File: src/rtl/pwb_pkg.sv
package pwb_pkg;
   localparam int REG_BITS = 64;

   typedef enum logic [1:0] {
      EW_B8  = 2'd0,
      EW_B16 = 2'd1,
      EW_B32 = 2'd2,
      EW_B64 = 2'd3
   } ew_code_e;

   function automatic int unsigned ew_to_bits(input int unsigned code);
      return 32'd8 << code;
   endfunction
endpackage

File: src/rtl/pwb_extend.sv
module pwb_extend #(
   parameter int XLEN = pwb_pkg::REG_BITS,
   localparam int NUMW = $clog2(XLEN / 8) + 1,
   localparam int EWW  = (NUMW > 1) ? $clog2(NUMW) : 1
) (
   input  logic [XLEN-1:0] val_in,
   input  logic [EWW-1:0]  ew,
   input  logic            sext,
   output logic [XLEN-1:0] val_out
);
   logic [XLEN-1:0] cand [NUMW];

   for (genvar g = 0; g < NUMW; g++) begin : g_width
      localparam int B = 8 << g;
      if (B >= XLEN) begin : g_full
         assign cand[g] = val_in;
      end else begin : g_part
         assign cand[g] = {{(XLEN-B){sext & val_in[B-1]}}, val_in[B-1:0]};
      end
   end

   always_comb begin
      val_out = cand[0];
      for (int i = 0; i < NUMW; i++) begin
         if (ew == EWW'(i)) val_out = cand[i];
      end
   end
endmodule

File: src/rtl/pwb_adder.sv
module pwb_adder #(
   parameter int XLEN = pwb_pkg::REG_BITS,
   localparam int NUMW = $clog2(XLEN / 8) + 1,
   localparam int EWW  = (NUMW > 1) ? $clog2(NUMW) : 1
) (
   input  logic [XLEN-1:0] opa,
   input  logic [EWW-1:0]  opa_ew,
   input  logic            opa_sgn,
   input  logic [XLEN-1:0] opb,
   input  logic [EWW-1:0]  opb_ew,
   input  logic            opb_sgn,
   output logic [XLEN-1:0] sum_raw,
   output logic [EWW-1:0]  op_ew
);
   logic [XLEN-1:0] wide_a;
   logic [XLEN-1:0] wide_b;

   // Extending to XLEN and adding is exact at the wider source width;
   // upper bits are discarded later by the result extender.
   pwb_extend #(.XLEN(XLEN)) u_ext_a (
      .val_in(opa), .ew(opa_ew), .sext(opa_sgn), .val_out(wide_a));
   pwb_extend #(.XLEN(XLEN)) u_ext_b (
      .val_in(opb), .ew(opb_ew), .sext(opb_sgn), .val_out(wide_b));

   assign op_ew   = (opa_ew > opb_ew) ? opa_ew : opb_ew;
   assign sum_raw = wide_a + wide_b;
endmodule

File: src/rtl/pwb_lane_merge.sv
module pwb_lane_merge #(
   parameter int XLEN = pwb_pkg::REG_BITS,
   localparam int NUMW   = $clog2(XLEN / 8) + 1,
   localparam int EWW    = (NUMW > 1) ? $clog2(NUMW) : 1,
   localparam int NBYTE  = XLEN / 8,
   localparam int LANE_W = (NBYTE > 1) ? $clog2(NBYTE) : 1,
   localparam int SHW    = $clog2(XLEN)
) (
   input  logic [XLEN-1:0]   old_val,
   input  logic [XLEN-1:0]   new_val,
   input  logic [EWW-1:0]    lane_ew,
   input  logic [LANE_W-1:0] lane_idx,
   input  logic              lane_mode,
   output logic [XLEN-1:0]   merged
);
   logic [LANE_W-1:0] lane_m;
   logic [SHW-1:0]    shamt;
   logic [XLEN-1:0]   placed;
   logic [NBYTE-1:0]  sel    [NUMW];
   logic [NBYTE-1:0]  bytesel;

   always_comb begin
      lane_m = lane_idx & LANE_W'((NBYTE >> lane_ew) - 1);
      shamt  = SHW'(lane_m) << (lane_ew + 3);
      placed = new_val << shamt;
   end

   for (genvar g = 0; g < NUMW; g++) begin : g_wsel
      for (genvar k = 0; k < NBYTE; k++) begin : g_byte
         localparam logic [LANE_W-1:0] OWNER = LANE_W'(k >> g);
         assign sel[g][k] = (OWNER == lane_m);
      end
   end

   always_comb begin
      bytesel = '1;
      if (lane_mode) begin
         for (int i = 0; i < NUMW; i++) begin
            if (lane_ew == EWW'(i)) bytesel = sel[i];
         end
      end
   end

   for (genvar k = 0; k < NBYTE; k++) begin : g_out
      assign merged[8*k +: 8] = !bytesel[k] ? old_val[8*k +: 8] :
                                lane_mode   ? placed[8*k +: 8]  :
                                              new_val[8*k +: 8];
   end
endmodule

File: src/rtl/pwb_alu_wb.sv
module pwb_alu_wb #(
   parameter int XLEN = pwb_pkg::REG_BITS,
   localparam int NUMW   = $clog2(XLEN / 8) + 1,
   localparam int EWW    = (NUMW > 1) ? $clog2(NUMW) : 1,
   localparam int LANE_W = (XLEN / 8 > 1) ? $clog2(XLEN / 8) : 1
) (
   input  logic              clk,
   input  logic              rst_n,
   input  logic              op_valid,
   input  logic [XLEN-1:0]   src_a,
   input  logic [EWW-1:0]    a_ew,
   input  logic              a_signed,
   input  logic [XLEN-1:0]   src_b,
   input  logic [EWW-1:0]    b_ew,
   input  logic              b_signed,
   input  logic [EWW-1:0]    dst_ew,
   input  logic [LANE_W-1:0] dst_lane,
   input  logic              dst_vec,
   input  logic              res_signed,
   input  logic [XLEN-1:0]   cur_entry,
   output logic [XLEN-1:0]   wr_entry,
   output logic              wr_strobe
);
   if (XLEN < 16 || (XLEN & (XLEN - 1)) != 0) begin : g_bad_xlen
      $error("pwb_alu_wb: XLEN must be a power of two of at least 16");
   end

   logic [XLEN-1:0] sum_raw;
   logic [EWW-1:0]  op_ew;
   logic [XLEN-1:0] res_full;
   logic [XLEN-1:0] next_entry;

   pwb_adder #(.XLEN(XLEN)) u_add (
      .opa(src_a), .opa_ew(a_ew), .opa_sgn(a_signed),
      .opb(src_b), .opb_ew(b_ew), .opb_sgn(b_signed),
      .sum_raw(sum_raw), .op_ew(op_ew));

   // Narrow the sum to the operation width, then widen for storage.
   pwb_extend #(.XLEN(XLEN)) u_res_ext (
      .val_in(sum_raw), .ew(op_ew), .sext(res_signed), .val_out(res_full));

   pwb_lane_merge #(.XLEN(XLEN)) u_merge (
      .old_val(cur_entry), .new_val(res_full), .lane_ew(dst_ew),
      .lane_idx(dst_lane), .lane_mode(dst_vec), .merged(next_entry));

   always_ff @(posedge clk or negedge rst_n) begin
      if (!rst_n) begin
         wr_entry  <= '0;
         wr_strobe <= 1'b0;
      end else begin
         wr_strobe <= op_valid;
         if (op_valid) wr_entry <= next_entry;
      end
   end
endmodule

File: config.mk
export PLATFORM = sky130hd
export DESIGN_NAME = pwb_alu_wb
export DESIGN_NICKNAME = d
export VERILOG_FILES = /design/src/rtl/pwb_pkg.sv /design/src/rtl/pwb_extend.sv /design/src/rtl/pwb_adder.sv /design/src/rtl/pwb_lane_merge.sv /design/src/rtl/pwb_alu_wb.sv
export SDC_FILE = /design/constraint.sdc
export NUM_CORES = 1
export LEC_CHECK = 0
export ABC_AREA = 1
export BUFFER_PORTS_ARGS = -buffer_cell sky130_fd_sc_hd__buf_2
export CORE_MARGIN = 2
export CORE_UTILIZATION = 55
export DETAILED_ROUTE_END_ITERATION = 8
export PLACE_DENSITY_LB_ADDON = 0.05
export REMOVE_ABC_BUFFERS = 1
export SKIP_CTS_REPAIR_TIMING = 1
export SLEW_MARGIN = 20
export SYNTH_ARGS = -nofsm -noshare
export SYNTH_HDL_FRONTEND = slang
export SYNTH_HIERARCHICAL = 1
export SYNTH_SLANG_ARGS = --single-unit
File: constraint.sdc
create_clock -name clk -period 0.8 [get_ports clk]
set_input_delay 0.16 -clock clk [delete_from_list [all_inputs] [get_ports clk]]
set_output_delay 0.16 -clock clk [all_outputs]
set_load 0.005 [all_outputs]
==> results.md, run 1 <==
- Counting flops with a built-in enable in the synthesized netlist gives 0.
- The maximum clock path buffer count is 2.
- The flow did not finish.
- The first error in the log reads "[ERROR GRT-0232] Routing congestion too high. Check the congestion heatmap in the GUI".
- For this run the aggregate overflow at the end of global routing stands at 1707.
- The synthesized netlist contains 41 unique library cells.
- The port buffer count is 272.
- The share of synthesized area in the top cell type comes to 0.359.
- After the last repair the worst path ends at a sequential cell input.
- Sorting the synthesized cells by how often they occur yields sky130_fd_sc_hd__nand2_1, sky130_fd_sc_hd__nand3_1, sky130_fd_sc_hd__inv_1.
- The worst slack after detailed placement is -3.57 ns.
- Entering global routing, the biggest net connects 66 pins.
- The congestion estimate from routability-driven global placement came to 1.10.
- The share of the Yosys chip area taken by registers is 0.0963.
- The number of top-level pins is 273.
- The CTS buffer count is 9.
- The mean cell area of the mapped netlist is 4.99 um2.
- By area the synthesized netlist is led by sky130_fd_sc_hd__nand2_1, sky130_fd_sc_hd__nand3_1, sky130_fd_sc_hd__dfrtp_1, sky130_fd_sc_hd__inv_1, sky130_fd_sc_hd__ha_1.
- By instance count, the leading cell after synthesis is sky130_fd_sc_hd__nand2_1.
- The root buffer cell chosen for the clock tree is sky130_fd_sc_hd__clkbuf_16.
- The fraction of synthesis flops using an asynchronous set or reset pin is 1.00.
- The number of instances in the synthesized netlist is 3388.
- The HPWL reported at the end of detailed placement is 60000 um.
- The number of register bits inferred by synthesis is 65.
- Row generation in the floorplan step produced 64 rows.
- The cell taking the most area after synthesis is sky130_fd_sc_hd__nand2_1.
- The starting utilization of the core area is 0.555.
- The overall fraction of global-route tracks in use is 0.964.
- After synthesis the cells add up to 16900 um2.
- The clock tree synthesis step divided the H-tree into 3 levels.
- The flow stopped in global routing (5_1_grt).
- From bottom edge to top edge, the die measures 179 um.
- For this design, the sink count on the clock tree is 65.
- The number of warnings printed during yosys synthesis is 6.
- In the synthesized netlist the dominant register cell turns out to be sky130_fd_sc_hd__dfrtp_1.
- After global-route timing repair, the worst endpoint was wr_entry[50]$_DFFE_PN0P_/D.
- The floorplan step set the die width to 179 um.
cell families after synthesis:
| group | Yosys count | synth area share |
|---|---|---|
| AO/OA/AOI/OAI | 250 | 0.0774 |
| XOR/XNOR | 32 | 0.0166 |
| adder cells (fa/ha/maj) | 72 | 0.0538 |
| buffers and inverters | 617 | 0.167 |
| flip-flops | 65 | 0.0963 |
| AND/OR/NAND/NOR | 2352 | 0.589 |
stage by stage:
| stage | utilization | cell area (um2) | instances | hold WS [ns] | TNS (ns) |
|---|---|---|---|---|---|
| floorplan | - | 15800 | 3221 | -0.136 | -184.94 |
| global placement | 0.720 | 21900 | 4391 | 0.134 | -175.73 |
| detailed placement | 0.720 | 21900 | 4391 | 0.159 | -191.58 |
| CTS | 0.730 | 22200 | 4407 | -0.205 | -183.26 |
per-layer routing:
metal,overflow,track usage
met1,91,0.898
met2,1127,1.15
met3,89,0.815
met4,391,1.05
met5,9,0.663
==> run 2: changes to the inputs <==
--- a/config.mk
+++ b/config.mk
@@ -8,9 +8,9 @@
 export ABC_AREA = 1
 export BUFFER_PORTS_ARGS = -buffer_cell sky130_fd_sc_hd__buf_2
 export CORE_MARGIN = 2
-export CORE_UTILIZATION = 55
+export CORE_UTILIZATION = 40
 export DETAILED_ROUTE_END_ITERATION = 8
-export PLACE_DENSITY_LB_ADDON = 0.05
+export PLACE_DENSITY_LB_ADDON = 0.15
 export REMOVE_ABC_BUFFERS = 1
 export SKIP_CTS_REPAIR_TIMING = 1
 export SLEW_MARGIN = 20
==> results.md, run 2 <==
- The die covers 43900 um2.
- The total overflow reported by the global router is 0.
- The pre-antenna-repair detailed-routing pass consisted of 8 iterations.
- In this run the static leakage power is 14.5 nW.
- Among all stages on the critical path, the largest delay is contributed by sky130_fd_sc_hd__ha_4.
- In the routed design, unresolved DRC markers number 0.
- The part of the power in the clock network is 0.121.
- The cell with the most instances after synthesis is sky130_fd_sc_hd__nand2_1.
- The sequential group share of total power is 0.121.
- In the final layout, the registers with the most flip-flops are wr_entry x64, wr_strobe x1.
- Counting tap cells, the placed design contains a total of 4582 instances.
- The total wirelength of the detailed-routed design is 72600 um.
- The number of top-level pins is 273.
- The startpoint identified for the worst register-to-register timing path is wr_entry[45]$_DFFE_PN0P_.
- The initial antenna violation count is 0.
- Prior to clock tree synthesis, the placed netlist has a worst setup slack of -3.35 ns.
- By count the netlist is led by sky130_fd_sc_hd__nand2_1, sky130_fd_sc_hd__nand3_1, sky130_fd_sc_hd__inv_1.
- After the flow finishes, the layout carries non-filler instances totaling 4615.
- In the post-synthesis netlist, the biggest area contributors are sky130_fd_sc_hd__nand2_1, sky130_fd_sc_hd__nand3_1, sky130_fd_sc_hd__dfrtp_1, sky130_fd_sc_hd__inv_1, sky130_fd_sc_hd__ha_1.
- The CTS tree is yes.
- For this run, the register share of the synthesized area comes to 0.0963.
- The post-route clock skew is 0 ns.
- The via count of the first global-routing pass was 20700.
- The initial utilization of the core area, before any placement, comes to 0.404.
- The area of the mapped netlist is 16900 um2.
- The switching power is 0.0179 W.
- The final route contains 23000 vias.
- The largest net degree at the start of global routing is 66.
- The tree is rooted in a sky130_fd_sc_hd__clkbuf_16.
- The worst pin sits at a relative slew slack of 0.752.
- STA classifies the critical path endpoint as a flip-flop.
- The share of total power dissipated in combinational logic is 0.759.
- The core region is 41900 um2.
- Setup violations remaining at the end of the flow were counted as 129.
- The cell area power density is 1470 nW/um2.
- The checks that failed: negative setup slack.
- sky130_fd_sc_hd__nand2_1 takes more of the synthesized area than any other cell.
- Clock latency on the worst-skew pair, taken at its later pin, is 0.34 ns.
- The startpoint identified for the worst hold timing path is cur_entry[44].
- The worst-case vdd ir drop is 1.10 mV.
- Counting distinct cell types in the post-synthesis netlist gives 41.
- The first-pass GRT wire length is 109000 um.
- In the layout the commonest cells are sky130_fd_sc_hd__nand2_1, sky130_fd_sc_hd__buf_4, sky130_fd_sc_hd__inv_1, sky130_fd_sc_hd__nand3_1, sky130_fd_sc_hd__buf_2.
- The share of the clock period used by the worst path after layout is 4.25.
- Each instance of the synthesized netlist takes up on average 4.99 um2.
- Dividing the detail-routed via count by the number of cells gives 4.99.
- The detailed router finished its first iteration with 1762 violations.
- The maximum fanout count along the critical path is 9.
- The most common cell after layout, fill and taps aside is sky130_fd_sc_hd__nand2_1.
- Based on the critical path, the design can be clocked at up to 0.294 GHz.
- The kind of launch point of the worst setup path is an input port.
- Across the run, the number of max-cap violations was 0.
- The share of final-layout standard cells stronger than drive strength 1 is 0.325.
- In this run, synthesis produced a sequential element count of 65.
- The site row count is 75.
- In this run the worst hold path is classified as input port to flip-flop.
- The share of synthesized area in the top cell type comes to 0.359.
- The most used flip-flop cell after synthesis is sky130_fd_sc_hd__dfrtp_1.
- The CTS buffer count is 9.
- Counting along the longest clock path gives a buffer depth of 2.
- In this design, the critical path's most frequently occurring cell is sky130_fd_sc_hd__nand2_2.
- For this run, the slowest stage of the critical path takes 0.30 ns.
- The fraction of synthesis flops using an asynchronous set or reset pin is 1.00.
- In this run the tool buffered the top-level ports with 272 buffer cells.
- The HPWL reported at the end of detailed placement is 60100 um.
- The number of enable-type register cells in the synthesized netlist is 0.
- The flow ran to the end, but the final reports show violations.
- The congestion estimate from routability-driven global placement came to 1.01.
- The level count of the clock H-tree is 3.
- The total count of hold-check failures in the final report is 0.
- The internal power of the cells is 0.0185 W.
- The final number of max-transition violations is 0.
- The number of instances in the synthesized netlist is 3388.
- Counting every sink on the clock net gives 65.
- The routed wirelength normalized by instance count is 15.7 um.
- The critical path is of the input port to flip-flop type.
- The post-layout minimum cycle time is 3.40 ns.
- For the pin with the worst max-slew slack, the measured transition is 0.371 ns.
- For the worst setup path, the data arrival time is 3.69 ns.
- Counting flops per register, the top entry is wr_entry.
- The switching share of power is 0.492.
- The count of nets left with antenna violations once routing finished came out at 0.
- For this run, the total global-route usage over all layers was measured as 0.313.
- After layout, the worst setup slack is -2.60 ns.
- Data on the critical path is required at its endpoint by 1.09 ns.
- The CTS clock-pin slew for the worst setup and hold paths is 0.06 ns.
- The filler cell count in the final layout is 4471.
- The layout overhead on the synthesized area is 46.5%.
- 0 antenna diodes ended up in the layout.
- The register with the most flip-flops in the layout has 64 of them.
- The die span in x is 210 um.
- The start point of the critical path is b_ew[1].
- Setup repair after global routing could not meet its margin everywhere.
- The Yosys step of the flow raised 6 warnings.
- The number of nets at the end of the flow is 4351.
- The die is 210 um tall.
==> run 2: cell counts after synthesis <==
No cell type changed its count.
==> run 2: power by group through the flow <==
| stage | combinational [W] | sequential, W | clock [W] |
|---|---|---|---|
| global placement | 0.0246 | 0.00441 | 0 |
| floorplan | 0.0128 | 0.00447 | 0 |
| detailed placement | 0.0245 | 0.00442 | 0 |
| CTS | 0.0246 | 0.00438 | 0.00447 |
| finish | 0.0276 | 0.00438 | 0.00438 |
| global route | 0.0303 | 0.00445 | 0.00460 |
==> run 2: cell families after synthesis <==
family,after synthesis,synth area share
AOI/OAI and AO/OA,250,0.0774
xor gates and xnor gates,32,0.0166
adders and majority gates,72,0.0538
buffers and inverters,617,0.167
DFF,65,0.0963
and+or+nand+nor,2352,0.589
==> run 2: through the flow <==
step	hold WS [ns]	utilization	setup TNS [ns]	cell area (um2)	power (W)
2_1_floorplan	-0.136	-	-184.94	15800	0.0172
3_3_place_gp	-0.00475	0.536	-183.70	22400	0.0290
3_5_place_dp	-0.00225	0.536	-185.47	22400	0.0290
4_1_cts	-0.377	0.544	-177.44	22800	0.0335
5_1_grt	0.138	0.592	-180.60	24800	0.0393
6_report	0.122	0.592	-161.83	24800	0.0363
==> run 2: worst max-delay path: cells and delay by family <==
family                   cells  cell delay, ns
AND/OR/NAND/NOR             21            1.91
buffers and inverters        7            0.83
AO/OA/AOI/OAI                2            0.30
adder cells (fa/ha/maj)      1            0.30
XOR/XNOR                     1            0.19
==> run 2: final cells by class <==
class / instances / area (um2) / share of cell area
inverter: 450 / 1700 / 0.0688
tap: 539 / 674 / 0.0272
timing repair buffer: 832 / 6140 / 0.248
sequential: 65 / 1630 / 0.0657
clock inverter: 7 / 101 / 0.00409
multi-input combinational: 2713 / 14300 / 0.577
clock buffer: 9 / 225 / 0.00910
==> run 2: path summary, 6_finish.rpt <==
kind                                       endpoint  slack [ns]  depth (start not counted)
min reg2reg                wr_entry[54]$_DFFE_PN0P_        0.46                          2
max                        wr_entry[59]$_DFFE_PN0P_       -2.60                         32
max in group asynchronous       wr_strobe$_DFF_PN0_        0.14                          3
min                        wr_entry[44]$_DFFE_PN0P_        0.12                          5
max reg2reg                wr_entry[45]$_DFFE_PN0P_        0.16                          2
min in group asynchronous   wr_entry[0]$_DFFE_PN0P_        0.19                          2
==> run 2: metal layers <==
metal	global-route usage	share of wire
met5	0	0
met4	0.119	0.041
met3	0.0144	0.049
met2	0.522	0.46
met1	0.429	0.45
Note: power is estimated with default switching activity, not from simulation.
